### src/rtl/ps2_regif_pkg.sv
package ps2_regif_pkg;

    localparam int DATA_W = 8;

    // register selectors, taken from address bits [3:2]
    localparam logic [1:0] SEL_ID   = 2'd0;
    localparam logic [1:0] SEL_RX   = 2'd1;
    localparam logic [1:0] SEL_CTRL = 2'd2;
    localparam logic [1:0] SEL_STAT = 2'd3;
    localparam logic [1:0] SEL_RST  = 2'd0;
    localparam logic [1:0] SEL_TX   = 2'd1;

    // control bit positions
    localparam int CB_LOOP = 1;
    localparam int CB_DIAG = 5;
    localparam int CB_DDIR = 6;
    localparam int CB_CDIR = 7;

    // status bit positions
    localparam int SB_RBNE = 0;
    localparam int SB_CMP  = 4;
    localparam int SB_DAT  = 6;
    localparam int SB_CLK  = 7;

    typedef enum logic {
        TX_IDLE  = 1'b0,
        TX_OFFER = 1'b1
    } tx_state_e;

    typedef struct packed {
        logic              rd;
        logic              wr;
        logic [1:0]        sel;
        logic [DATA_W-1:0] wdata;
    } port_req_t;

endpackage

### src/rtl/ps2_bus_decode.sv
module ps2_bus_decode
    import ps2_regif_pkg::*;
#(
    parameter int NUM_PORTS = 2,
    parameter int WIN_BITS  = 8,
    localparam int SEL_W    = (NUM_PORTS > 1) ? $clog2(NUM_PORTS) : 1,
    localparam int ADDR_W   = WIN_BITS + SEL_W
) (
    input  logic                       req_valid,
    input  logic                       req_write,
    input  logic [ADDR_W-1:0]          req_addr,
    input  logic [DATA_W-1:0]          req_wdata,
    output port_req_t [NUM_PORTS-1:0]  preq,
    output logic [SEL_W-1:0]           sel_port,
    output logic                       rd_any
);

    logic unused_addr_bits;
    assign unused_addr_bits = ^{req_addr[1:0], req_addr[WIN_BITS-1:4]};

    assign sel_port = req_addr[ADDR_W-1 -: SEL_W];
    assign rd_any   = req_valid && !req_write;

    for (genvar g = 0; g < NUM_PORTS; g++) begin : g_port_req
        logic hit;
        assign hit           = req_valid && (sel_port == SEL_W'(g));
        assign preq[g].rd    = hit && !req_write;
        assign preq[g].wr    = hit && req_write;
        assign preq[g].sel   = req_addr[3:2];
        assign preq[g].wdata = req_wdata;
    end

endmodule

### src/rtl/ps2_port_regs.sv
module ps2_port_regs
    import ps2_regif_pkg::*;
#(
    parameter int PORT_ID = 0
) (
    input  logic              clk,
    input  logic              rst_n,
    input  port_req_t         req,
    input  logic              any_irq,
    output logic [DATA_W-1:0] rd_byte,
    output logic              port_irq,
    output logic              tx_valid,
    output logic [DATA_W-1:0] tx_data,
    input  logic              tx_ready,
    output logic              rx_pop,
    input  logic [DATA_W-1:0] rx_data,
    input  logic              rx_nonempty,
    input  logic              dev_irq
);

    tx_state_e         tx_state, tx_next;
    logic [DATA_W-1:0] ctrl_q;
    logic [DATA_W-1:0] tx_byte_q;
    logic [DATA_W-1:0] lb_buf_q;
    logic              lb_full_q;
    logic              irq_q;

    logic loop_on, wr_tx, wr_ctl, rd_rx, lb_wr, lb_rd, dev_wr;

    assign loop_on = ctrl_q[CB_LOOP];
    assign wr_tx   = req.wr && (req.sel == SEL_TX);
    assign wr_ctl  = req.wr && (req.sel == SEL_CTRL);
    assign rd_rx   = req.rd && (req.sel == SEL_RX);
    assign lb_wr   = wr_tx && loop_on;
    assign dev_wr  = wr_tx && !loop_on;
    assign lb_rd   = rd_rx && loop_on;

    // state register
    always_ff @(posedge clk) begin
        if (!rst_n) tx_state <= TX_IDLE;
        else        tx_state <= tx_next;
    end

    // next state
    always_comb begin
        tx_next = tx_state;
        unique case (tx_state)
            TX_IDLE:  if (dev_wr) tx_next = TX_OFFER;
            TX_OFFER: if (dev_wr)        tx_next = TX_OFFER;
                      else if (tx_ready) tx_next = TX_IDLE;
        endcase
    end

    // outputs of the transmit machine
    always_comb begin
        tx_valid = (tx_state == TX_OFFER);
        tx_data  = tx_byte_q;
    end

    // datapath registers
    always_ff @(posedge clk) begin
        if (!rst_n) begin
            ctrl_q    <= '0;
            tx_byte_q <= '0;
            lb_buf_q  <= '0;
            lb_full_q <= 1'b0;
            irq_q     <= 1'b0;
        end else begin
            if (wr_ctl) ctrl_q <= req.wdata;
            if (dev_wr) tx_byte_q <= req.wdata;
            if (lb_wr) begin
                lb_buf_q  <= req.wdata;
                lb_full_q <= 1'b1;
                irq_q     <= 1'b1;
            end else if (lb_rd) begin
                lb_full_q <= 1'b0;
                irq_q     <= 1'b0;
            end else if (!loop_on) begin
                irq_q     <= dev_irq;
            end
        end
    end

    assign port_irq = irq_q;
    assign rx_pop   = rd_rx && !loop_on && rx_nonempty;

    // read mux
    logic [DATA_W-1:0] stat;
    always_comb begin
        stat          = '0;
        stat[SB_CLK]  = !(ctrl_q[CB_DIAG] && !ctrl_q[CB_CDIR]);
        stat[SB_DAT]  = !(ctrl_q[CB_DIAG] && !ctrl_q[CB_DDIR]);
        stat[SB_CMP]  = any_irq;
        stat[SB_RBNE] = loop_on ? lb_full_q : rx_nonempty;
    end

    always_comb begin
        unique case (req.sel)
            SEL_ID:   rd_byte = DATA_W'(PORT_ID);
            SEL_RX:   rd_byte = loop_on ? lb_buf_q : rx_data;
            SEL_CTRL: rd_byte = ctrl_q;
            SEL_STAT: rd_byte = stat;
        endcase
    end

    AST_TX_HOLD: assert property (@(posedge clk) disable iff (!rst_n)
        tx_valid && !tx_ready && !wr_tx |=> tx_valid && $stable(tx_data));
    AST_LB_NO_TX: assert property (@(posedge clk) disable iff (!rst_n)
        lb_wr && !tx_valid |=> !tx_valid);
    AST_LB_SET: assert property (@(posedge clk) disable iff (!rst_n)
        lb_wr |=> port_irq && lb_full_q);
    AST_LB_CLR: assert property (@(posedge clk) disable iff (!rst_n)
        lb_rd |=> !port_irq && !lb_full_q);
    AST_CTRL_KEEP: assert property (@(posedge clk) disable iff (!rst_n)
        !wr_ctl |=> $stable(ctrl_q));

endmodule

### src/rtl/ps2_rd_return.sv
module ps2_rd_return
    import ps2_regif_pkg::*;
#(
    parameter int NUM_PORTS = 2,
    localparam int SEL_W    = (NUM_PORTS > 1) ? $clog2(NUM_PORTS) : 1
) (
    input  logic                               clk,
    input  logic                               rst_n,
    input  logic                               rd_any,
    input  logic [SEL_W-1:0]                   sel_port,
    input  logic [NUM_PORTS-1:0][DATA_W-1:0]   port_bytes,
    output logic                               rd_valid,
    output logic [DATA_W-1:0]                  rd_data
);

    logic [DATA_W-1:0] pick;
    always_comb begin
        pick = '0;
        for (int i = 0; i < NUM_PORTS; i++)
            if (sel_port == SEL_W'(i)) pick = port_bytes[i];
    end

    always_ff @(posedge clk) begin
        if (!rst_n) begin
            rd_valid <= 1'b0;
            rd_data  <= '0;
        end else begin
            rd_valid <= rd_any;
            if (rd_any) rd_data <= pick;
        end
    end

endmodule

### src/rtl/ps2_dual_regif.sv
module ps2_dual_regif
    import ps2_regif_pkg::*;
#(
    parameter int NUM_PORTS = 2,
    parameter int WIN_BITS  = 8,
    localparam int SEL_W    = (NUM_PORTS > 1) ? $clog2(NUM_PORTS) : 1,
    localparam int ADDR_W   = WIN_BITS + SEL_W
) (
    input  logic                             clk,
    input  logic                             rst_n,
    input  logic                             req_valid,
    input  logic                             req_write,
    input  logic [ADDR_W-1:0]                req_addr,
    input  logic [DATA_W-1:0]                req_wdata,
    output logic                             rd_valid,
    output logic [DATA_W-1:0]                rd_data,
    output logic                             irq,
    output logic [NUM_PORTS-1:0]             tx_valid,
    output logic [NUM_PORTS-1:0][DATA_W-1:0] tx_data,
    input  logic [NUM_PORTS-1:0]             tx_ready,
    output logic [NUM_PORTS-1:0]             rx_pop,
    input  logic [NUM_PORTS-1:0][DATA_W-1:0] rx_data,
    input  logic [NUM_PORTS-1:0]             rx_nonempty,
    input  logic [NUM_PORTS-1:0]             dev_irq
);

    port_req_t [NUM_PORTS-1:0]         preq;
    logic [SEL_W-1:0]                  sel_port;
    logic                              rd_any;
    logic [NUM_PORTS-1:0][DATA_W-1:0]  port_bytes;
    logic [NUM_PORTS-1:0]              port_irq;

    ps2_bus_decode #(.NUM_PORTS(NUM_PORTS), .WIN_BITS(WIN_BITS)) u_dec (
        .req_valid (req_valid),
        .req_write (req_write),
        .req_addr  (req_addr),
        .req_wdata (req_wdata),
        .preq      (preq),
        .sel_port  (sel_port),
        .rd_any    (rd_any)
    );

    assign irq = |port_irq;

    for (genvar p = 0; p < NUM_PORTS; p++) begin : g_port
        ps2_port_regs #(.PORT_ID(p)) u_port (
            .clk         (clk),
            .rst_n       (rst_n),
            .req         (preq[p]),
            .any_irq     (irq),
            .rd_byte     (port_bytes[p]),
            .port_irq    (port_irq[p]),
            .tx_valid    (tx_valid[p]),
            .tx_data     (tx_data[p]),
            .tx_ready    (tx_ready[p]),
            .rx_pop      (rx_pop[p]),
            .rx_data     (rx_data[p]),
            .rx_nonempty (rx_nonempty[p]),
            .dev_irq     (dev_irq[p])
        );
    end

    ps2_rd_return #(.NUM_PORTS(NUM_PORTS)) u_ret (
        .clk        (clk),
        .rst_n      (rst_n),
        .rd_any     (rd_any),
        .sel_port   (sel_port),
        .port_bytes (port_bytes),
        .rd_valid   (rd_valid),
        .rd_data    (rd_data)
    );

    AST_RD_RETURN: assert property (@(posedge clk) disable iff (!rst_n)
        req_valid && !req_write |=> rd_valid);
    AST_NO_STRAY_RD: assert property (@(posedge clk) disable iff (!rst_n)
        !(req_valid && !req_write) |=> !rd_valid);
    AST_POP_SINGLE: assert property (@(posedge clk) disable iff (!rst_n)
        $onehot0(rx_pop));
    AST_CMP_IRQ: assert property (@(posedge clk) disable iff (!rst_n)
        rd_valid && $past(req_valid && !req_write && req_addr[3:2] == SEL_STAT)
        |-> rd_data[SB_CMP] == $past(irq));

endmodule

### config.mk
export PLATFORM = sky130hd
export DESIGN_NAME = ps2_dual_regif
export DESIGN_NICKNAME = d
export VERILOG_FILES = /design/src/rtl/ps2_regif_pkg.sv /design/src/rtl/ps2_bus_decode.sv /design/src/rtl/ps2_port_regs.sv /design/src/rtl/ps2_rd_return.sv /design/src/rtl/ps2_dual_regif.sv
export SDC_FILE = /design/constraint.sdc
export NUM_CORES = 1
export LEC_CHECK = 0
export ABC_AREA = 1
export BUFFER_PORTS_ARGS = -buffer_cell sky130_fd_sc_hd__buf_2
export CORE_ASPECT_RATIO = 2
export CORE_MARGIN = 2
export CORE_UTILIZATION = 61
export CTS_BUF_LIST = sky130_fd_sc_hd__clkbuf_8
export CTS_CLUSTER_SIZE = 20
export DETAILED_ROUTE_END_ITERATION = 10
export GPL_ROUTABILITY_DRIVEN = 0
export PLACE_DENSITY = 0.88
export REMOVE_ABC_BUFFERS = 1
export SLEW_MARGIN = 20
export SYNTH_ARGS = -nofsm -noshare
export SYNTH_HDL_FRONTEND = slang
export SYNTH_HIERARCHICAL = 1
export SYNTH_SLANG_ARGS = --single-unit
### constraint.sdc
create_clock -name clk -period 3 [get_ports clk]
set_input_delay 0.15 -clock clk [delete_from_list [all_inputs] [get_ports clk]]
set_output_delay 0.15 -clock clk [all_outputs]
set_load 0.01 [all_outputs]
==> results of run 1 <==
## worst reg2reg max path, delay by kind of cell (launching register included)
family | cells | cell delay, ns
simple gates | 4 | 0.33
buf+inv | 1 | 0.22
compound gates | 2 | 0.38
flops | 1 | 0.58
## synthesized netlist by cell type (all sizes together)
master / number / share of area (%)
nand2: 99 / 11
nor2: 146 / 18
a21boi: 2 / 0.45
nand3: 6 / 1.0
o21a: 2 / 0.45
nand4: 20 / 4.6
a21oi: 2 / 0.30
o211ai: 4 / 0.89
buf: 37 / 8.7
o22ai: 2 / 0.74
dfxtp: 63 / 38
clkbuf: 5 / 0.56
inv: 66 / 7.4
o21ai: 55 / 8.2
nor3: 2 / 0.30
## state kept, by name, summed over array words and instances (netlist names)
signal / count
g_port.u_port/tx_valid: 2
g_port.u_port/lb_buf_q: 16
g_port.u_port/lb_full_q: 2
g_port.u_port/tx_data: 16
g_port.u_port/ctrl_q: 16
g_port.u_port/port_irq: 2
u_ret/rd_valid: 1
u_ret/rd_data: 8
## cell type report
type                            instances  area (sq um)  area share (%)
Clock buffer                           11           151            4.14
Clock inverter                          5          23.8           0.650
Inverter                               66           248            6.78
Multi-Input combinational cell        340          1540            42.2
Sequential cell                        63          1260            34.5
Tap cell                               60          75.1            2.05
Timing Repair Buffer                   69           353            9.65
## routing by layer
metal  up-vias  GRT usage [%]  wire [um]
met3        23           5.34        487
met2       124           45.5       4090
li1       1635              -          -
met1      1411           31.0       3060
met5         -              0          0
met4         0           20.7        425
## stage by stage
step	worst slack [ns]	hold WS [ns]
final	1.27	0.0808
after global routing	1.13	0.114
after CTS	1.35	0.0680
after detailed placement	0.993	0.430
after global placement	1.06	0.420
after floorplan	1.52	0.248
## report_power, final
part           switching [mW]  internal [mW]  leakage (nW)
sequential            0.00935          0.856         0.511
clock                   0.309          0.335         0.100
combinational           0.129         0.0640          1.29
## worst max path at each step
stage / to / slack [ns] / from / depth (start not counted)
floorplan: u_ret/rd_data[1] / 1.52 / g_port[0].u_port/ctrl_q[1] / 7
global placement: g_port[1].u_port/tx_data[6] / 1.06 / req_addr[8] / 7
detailed placement: g_port[1].u_port/ctrl_q[6] / 0.99 / req_addr[8] / 8
CTS: g_port[1].u_port/ctrl_q[6] / 1.35 / req_addr[8] / 8
global route: g_port[1].u_port/ctrl_q[6] / 1.13 / req_addr[8] / 8
finish: g_port[1].u_port/ctrl_q[6] / 1.27 / req_addr[8] / 8
## logic make-up after synthesis
family	synth area share, %
buffers and inverters	16.6
and+or+nand+nor	34.9
DFF	37.5
AOI/OAI and AO/OA	11.0
==> results.md, run 1 <==
- Detailed placement finished with a half-perimeter wire length of 5.57 mm.
- The number of global-route vias before repair came to 2909.
- The CTS buffer count is 9.
- The max-slew violation count is 0.
- The worst pin sits at a relative slew slack of 31.3%.
- The maximum fanout along the worst path is 19.
- Once layout is done, the placed cells without fillers occupy 0.00365 sq mm.
- In this run the register-to-register setup slack is 1.38 ns.
- The nature of the critical path endpoint is a flop.
- In the final layout, the share of cells above drive strength 1 is 19.3%.
- The count of non-filler cells in the finished layout is 614.
- The first routing iteration left 142 violations.
- Setup violations remaining at the end of the flow were counted as 0.
- Leaving out fill and tap cells, the most frequent cell in the layout is nor2_1.
- The worst hold path passes through 3 cells.
- In this run the static leakage power is 1.90 nW.
- The total global-route track usage is 27.7%.
- The total congestion overflow is 0.
- The worst clock skew is 0.00365 ns.
- The number of synthesized register bits is 63.
- The slowest cell on the critical path is nor2_1.
- The cell depth of the worst flop-to-flop path is 7.
- IR analysis of the VDD net gives a maximum drop of 0.384 mV.
- The CTS tree is done.
- Setup repair after global routing left no endpoint under its margin.
- Summed over all layers, the routed wires come to 8.06 mm.
- The share of the clock period used by the worst path is 57.6%.
- The sum of negative setup slack is 0 ns.
- The hold violation count in the final report is 0.
- The max capacitance violation total is 0.
- The total core area is 0.00537 sq mm.
- Of the synthesized area, sequential elements account for 37.5%.
- The first-pass iteration count of the detailed router is 4.
- The arrival time at the worst endpoint is 1.96 ns.
- In this run the critical register-to-register path is captured at u_ret/rd_data[2].
- The layout overhead on the synthesized area is 8.67%.
- The DRC violations left is 0.
- The number of H-tree levels is 3.
- In this design, the largest share of critical-path delay is due to simple AND/OR/NAND/NOR gates.
- By startpoint and endpoint, the worst setup path is classified as primary input to flop.
- Summing internal, switching and leakage power gives 1.70 mW.
- The wire length of the first global-routing pass is 13.1 mm.
- The launch instance of the worst min-delay path is dev_irq[1].
- The number of synthesis warnings is 6.
- The vertical die dimension is 109 um.
- The die area is 0.00616 sq mm.
- From left edge to right edge, the die measures 56.5 um.
- Leaving out fill and tap cells, the most frequent cells in the layout are 138 x nor2_1, 96 x nand2_1, 66 x buf_2.
- The cell seen most often among critical-path stages is nor2_1.
- The hold-critical path endpoint is g_port[1].u_port/port_irq.
- Subtracting the final worst setup slack from the clock period gives 1.73 ns.
- The actual slew at the worst max-slew pin is 1.03 ns.
- The count of input and output buffers is 66.
- The repair_antennas step left the layout with diodes totalling 0.
- The run finished with clean final reports.
- The deepest clock path buffer count is 2.
- The launching point of the worst reg2reg path is g_port[1].u_port/ctrl_q[1].
- The clock latency on the worst-skew pair is 0.34 ns.
- The largest net degree at the start of global routing is 64.
- Gates resized during post-CTS repair numbered 0.
- The count of fill cells added during filler insertion is 480.
- Counting every sink on the clock net gives 63.
- The placed instance count is 598.
- The kind of path behind the tightest hold check is primary input to flop.
- The number of cell rows is 38.
- The utilization after layout is 68.0%.
- The biggest cell delay along the critical path is 0.69 ns.
- The count of antenna-violating nets left after detailed routing is 0.
- The post-CTS setup-driven buffer insertion count is 0.
- The number of hold buffers added after CTS was 0.
- A synthesized cell averages 6.58 sq um.
- Clock-pin slew was measured on the worst setup and hold paths at 0.06 ns.
- The power density of the placed cells is 466 mW/mm^2.
- The count of distinct cell types in the synthesized netlist is 24.
- The detailed router placed 3193 vias in this run.
- The maximum operating frequency is 579 MHz.
- Dividing the detail-routed wire length by the instance count gives 13.1 um.
- The final layout contains 592 nets.
- STA classifies the critical path startpoint as a primary input.
- The required arrival time at the worst endpoint is 3.23 ns.
- The number of antenna violations at the first check in global routing is 0.
- The placed cell area is 0.00348 sq mm.
- The tree is rooted in a clkbuf_8.
- The gate count after technology mapping is 511.
- For this configuration, the core starts out at a cell density of 62.6%.
- Together, buffers and inverters on the worst path number 4.
- 73 I/O pins were placed.
- Traced cell by cell, the critical path runs through buf_2 -> inv_1 -> nor2_1 -> inv_1 -> nor2_4 -> inv_2 -> nor2_1 -> nor2_1.
- The via density per instance is 5.20.
- After synthesis the cells add up to 0.00336 sq mm.
Note: power is estimated with default switching activity, not from simulation.
==> run 2: changes to the inputs <==
--- a/config.mk
+++ b/config.mk
@@ -5,16 +5,16 @@
 export SDC_FILE = /design/constraint.sdc
 export NUM_CORES = 1
 export LEC_CHECK = 0
-export ABC_AREA = 1
+export ABC_AREA = 0
 export BUFFER_PORTS_ARGS = -buffer_cell sky130_fd_sc_hd__buf_2
 export CORE_ASPECT_RATIO = 2
 export CORE_MARGIN = 2
-export CORE_UTILIZATION = 61
+export CORE_UTILIZATION = 56
 export CTS_BUF_LIST = sky130_fd_sc_hd__clkbuf_8
 export CTS_CLUSTER_SIZE = 20
 export DETAILED_ROUTE_END_ITERATION = 10
 export GPL_ROUTABILITY_DRIVEN = 0
-export PLACE_DENSITY = 0.88
+export PLACE_DENSITY = 0.82
 export REMOVE_ABC_BUFFERS = 1
 export SLEW_MARGIN = 20
 export SYNTH_ARGS = -nofsm -noshare
==> constraint.sdc (replaced) <==
create_clock -name clk -period 1.7 [get_ports clk]
set_input_delay 0.085 -clock clk [delete_from_list [all_inputs] [get_ports clk]]
set_output_delay 0.085 -clock clk [all_outputs]
set_load 0.01 [all_outputs]
==> run 2 against run 1 <==
Clock skew is 0.0011 ns higher. Largest power group is now clock. Cell area decreased by 0.68%. Via count down 14%. Critical endpoint is now u_ret/rd_data[4]. Setup slack got worse by 1.1 ns.
==> results.md, run 2 <==
- Result of the run: complete, no violations (unchanged).
- The switching part of the total power is 22.3% (was 26.3%).
- The count of input and output buffers is 66 (unchanged).
- The number of cell rows was 39 (was 38).
- The hold violation count in the final report is 0 (unchanged).
- The total global-route track usage is 24.9% (was 27.7%).
- The share of power burned in combinational logic is 9.5% (was 11.3%).
- The number of DRC markers after the initial detailed-route iteration was 145 (was 142).
- Dominant cells by area after synthesis: dfxtp_1 39%, nand2_1 9.9%, mux2i_1 7.2% (was dfxtp_1 38%, nor2_1 15%, nand2_1 11%).
- The wire length of the first global-routing pass is 12.2 mm (was 13.1 mm).
- The power density of the placed cells is 928 mW/mm^2 (was 466 mW/mm^2).
- The gate count after technology mapping is 384 (was 511).
- The layout overhead on the synthesized area is 12.8% (was 8.67%).
- The initial standard-cell utilization of the core is 57.3% (was 62.6%).
- The arrival time at the worst endpoint was 1.75 ns (was 1.96 ns).
- The count of distinct cell types in the synthesized netlist came to 40 (was 24).
- The sum of negative setup slack is 0 ns (unchanged).
- The most common library cell in the layout ignoring fill and taps was nand2_1 (was nor2_1).
- The count of clock tree sinks is 63 (unchanged).
- The maximum operating frequency is 656 MHz.
- The busiest metal layer after global routing is met2 (unchanged).
- The die outline width is 57.6 um (was 56.5 um).
- The number of synthesis warnings is 6 (unchanged).
- RSZ-0062 raised after global routing: false (unchanged).
- The kind of path behind the tightest hold check is primary input to flop (unchanged).
- The cell family with the largest share of critical-path delay is compound AO/OA/AOI/OAI gates (was simple AND/OR/NAND/NOR gates).
- The leakage component of the power came to 1.45 nW (was 1.90 nW).
- The sequential-to-total area share from yosys stat is 39.2% (was 37.5%).
- The post-CTS setup-driven buffer insertion count is 0 (unchanged).
- The number of H-tree levels is 3 (unchanged).
- The first-pass iteration count of the detailed router came to 4 (unchanged).
- The actual slew at the worst max-slew pin is 0.444 ns (was 1.03 ns).
- The max-slew violation count was 0 (unchanged).
- The root buffer cell was clkbuf_8 (unchanged).
- In the finished design, the share of the clock period the worst path needs comes to 89.7%.
- The maximum fanout along the worst path is 14 (was 19).
- The number of global-route vias before repair is 2569 (was 2909).
- The total length of routed wires is 7.51 mm (was 8.06 mm).
- The routing usage on met2 is 40.8% (was 45.5%).
- The leading area contributor after synthesis was dfxtp_1 (unchanged).
- The count of fill cells added during filler insertion is 505 (was 480).
- The most repeated cell in the gate-level netlist after synthesis is nand2_1 (was nor2_1).
- The share of flip-flops with an asynchronous set or reset after synthesis is 0% (unchanged).
- The biggest cell delay along the critical path is 0.38 ns (was 0.69 ns).
- Chain of cells forming the critical path: buf_4 -> nor2b_1 -> a211oi_1 -> o21ai_0 -> mux2i_1 -> a21oi_1 (was buf_2 -> inv_1 -> nor2_1 -> inv_1 -> nor2_4 -> inv_2 -> nor2_1 -> nor2_1).
- The nature of the critical path endpoint is a flop (unchanged).
- The number of antenna violations at the first check in global routing is 0 (unchanged).
- The per-instance average area after synthesis is 8.38 sq um (was 6.58 sq um).
- The netlist area before placement was 0.00322 sq mm (was 0.00336 sq mm).
- The source of the critical timing path is g_port[0].u_port/ctrl_q[1] (was req_addr[8]).
- The worst hold slack after final layout came to 0.0378 ns (was 0.0808 ns).
- The share of post-route cells with drive strength above 1 came to 23.9% (was 19.3%).
- The launching point of the worst reg2reg path is g_port[0].u_port/ctrl_q[1] (was g_port[1].u_port/ctrl_q[1]).
- The met3 track demand over resource in global routing is 6.65% (was 5.34%).
- The worst setup path category is flop to flop (was primary input to flop).
- The area fraction of the dominant cell type after synthesis is 39.2% (was 37.5%).
- The final net count is 469 (was 592).
- The required arrival time at the worst endpoint is 1.93 ns (was 3.23 ns).
- The launch instance of the worst min-delay path is tx_ready[1] (was dev_irq[1]).
- The count of antenna-violating nets left after detailed routing came to 0 (unchanged).
- The quantity of hold-fixing buffers added after cts is 0 (unchanged).
- The worst path needs 1.52 ns of the cycle, external delays included.
- The total core area came to 0.00561 sq mm (was 0.00537 sq mm).
- The maximum vdd ir drop is 1.02 mV (was 0.384 mV).
- The die area is 0.00640 sq mm (was 0.00616 sq mm).
- The number of enable-type register cells in the synthesized netlist is 0 (unchanged).
- The worst clock skew was 0.00476 ns (was 0.00365 ns).
- The deepest clock path buffer count was 2 (unchanged).
- The slowest cell on the critical path is dfxtp_1 (was nor2_1).
- The internal power is 2.62 mW (was 1.26 mW).
- The count of vias placed by the detailed router is 2752 (was 3193).
- The worst slew slack as a fraction of its limit came to 70.4% (was 31.3%).
- The number of gates resized after cts is 0 (unchanged).
- The sequential standard cell area is 0.00126 sq mm (unchanged).
- The wire length per cell after detailed routing is 15.3 um (was 13.1 um).
- The met1 layer usage reported by global route is 30.3% (was 31.0%).
- The total area of multi-input combinational cells is 0.00158 sq mm (was 0.00154 sq mm).
- The CTS buffer count is 9 (unchanged).
- Most frequent cells in the layout: 85 x nand2_1, 66 x buf_2, 63 x dfxtp_1 (was 138 x nor2_1, 96 x nand2_1, 66 x buf_2).
- The CTS tree was done (unchanged).
- The via density per instance is 5.59 (was 5.20).
- The antenna diode instance count was 0 (unchanged).
- The leading register cell type out of synthesis is dfxtp_1 (unchanged).
- The number of synthesized register bits is 63 (unchanged).
- Top cells by instance count after synthesis: 85 x nand2_1, 63 x dfxtp_1, 35 x o21ai_0 (was 138 x nor2_1, 96 x nand2_1, 63 x dfxtp_1).
- The I/O pin total came to 73 (unchanged).
- The proportion of power drawn by flip-flops and latches is 45.0% (was 50.8%).
- The DRC violations left came to 0 (unchanged).
- The number of buffer and inverter instances along the worst setup path is 1 (was 4).
- The HPWL after detailed placement came to 5.27 mm (was 5.57 mm).
- The share of total power in the clock network is 45.5% (was 37.9%).
- The vertical die dimension is 111 um (was 109 um).
- The startpoint class of the critical path is a flop (was primary input).
- The final count of negative-setup-slack endpoints is 0 (unchanged).
- The net switching power is 0.753 mW (was 0.448 mW).
- The clock-pin transition on the worst setup and hold timing paths is 0.07 ns (was 0.06 ns).
- The max capacitance violation total is 0 (unchanged).
- The total congestion overflow came to 0 (unchanged).
- The clock latency on the worst-skew pair is 0.34 ns (about the same).
- The largest net degree at the start of global routing is 37 (was 64).
[run 2: per-stage QoR]
| stage | area (sq um) | power, mW | utilization (%) | setup WS (ns) | std cells |
|---|---|---|---|---|---|
| final | 3630 | 3.37 | 64.7 | 0.175 | 492 |
| after global routing | 3630 | 3.50 | 64.7 | 0.0766 | 492 |
| after CTS | 3630 | 3.40 | 64.7 | 0.203 | 492 |
| after detailed placement | 3390 | 1.87 | 60.4 | 0.238 | 476 |
| after global placement | 3390 | 1.86 | 60.4 | 0.304 | 476 |
| after floorplan | 2850 | 1.68 | - | 0.210 | 335 |
[run 2: tightest hold or removal path, cell delays in order]
cell and delay [ns]:
buf_2 0.07, nor2b_1 0.03, o21a_1 0.15
[run 2: path summary, 6_finish.rpt]
path	cells after the start	to	slack, ns
setup reg to reg	6	u_ret/rd_data[4]	0.18
setup / recovery	6	u_ret/rd_data[4]	0.18
hold / removal	3	g_port[1].u_port/tx_valid	0.04
hold reg to reg	2	g_port[1].u_port/tx_data[2]	0.45
[run 2: cells by family after synthesis]
group	Yosys count	synth area share [%]
AOI/OAI and AO/OA	96	18.5
buffers and inverters	51	11.6
DFF	63	39.2
muxes	23	7.16
and+or+nand+nor	151	23.5
[run 2: power groups by stage]
stage	Combinational [mW]	Sequential, mW	Clock, mW
final	0.321	1.52	1.53
after global routing	0.349	1.52	1.63
after CTS	0.320	1.52	1.56
after detailed placement	0.318	1.55	0
after global placement	0.313	1.55	0
after floorplan	0.124	1.56	0
[run 2: metal layers]
metal | up-vias | wire [um]
met5 | - | 0
li1 | 1381 | -
met3 | 13 | 564
met1 | 1252 | 3010
met4 | 0 | 121
met2 | 106 | 3820
[run 2: final cells by class]
class / count / area share (%)
clock buffer: 13 / 4.93
inverter: 2 / 0.207
tap: 61 / 2.10
multi-input combinational: 270 / 43.6
timing repair buffer: 80 / 12.7
clock inverter: 3 / 1.76
sequential: 63 / 34.7
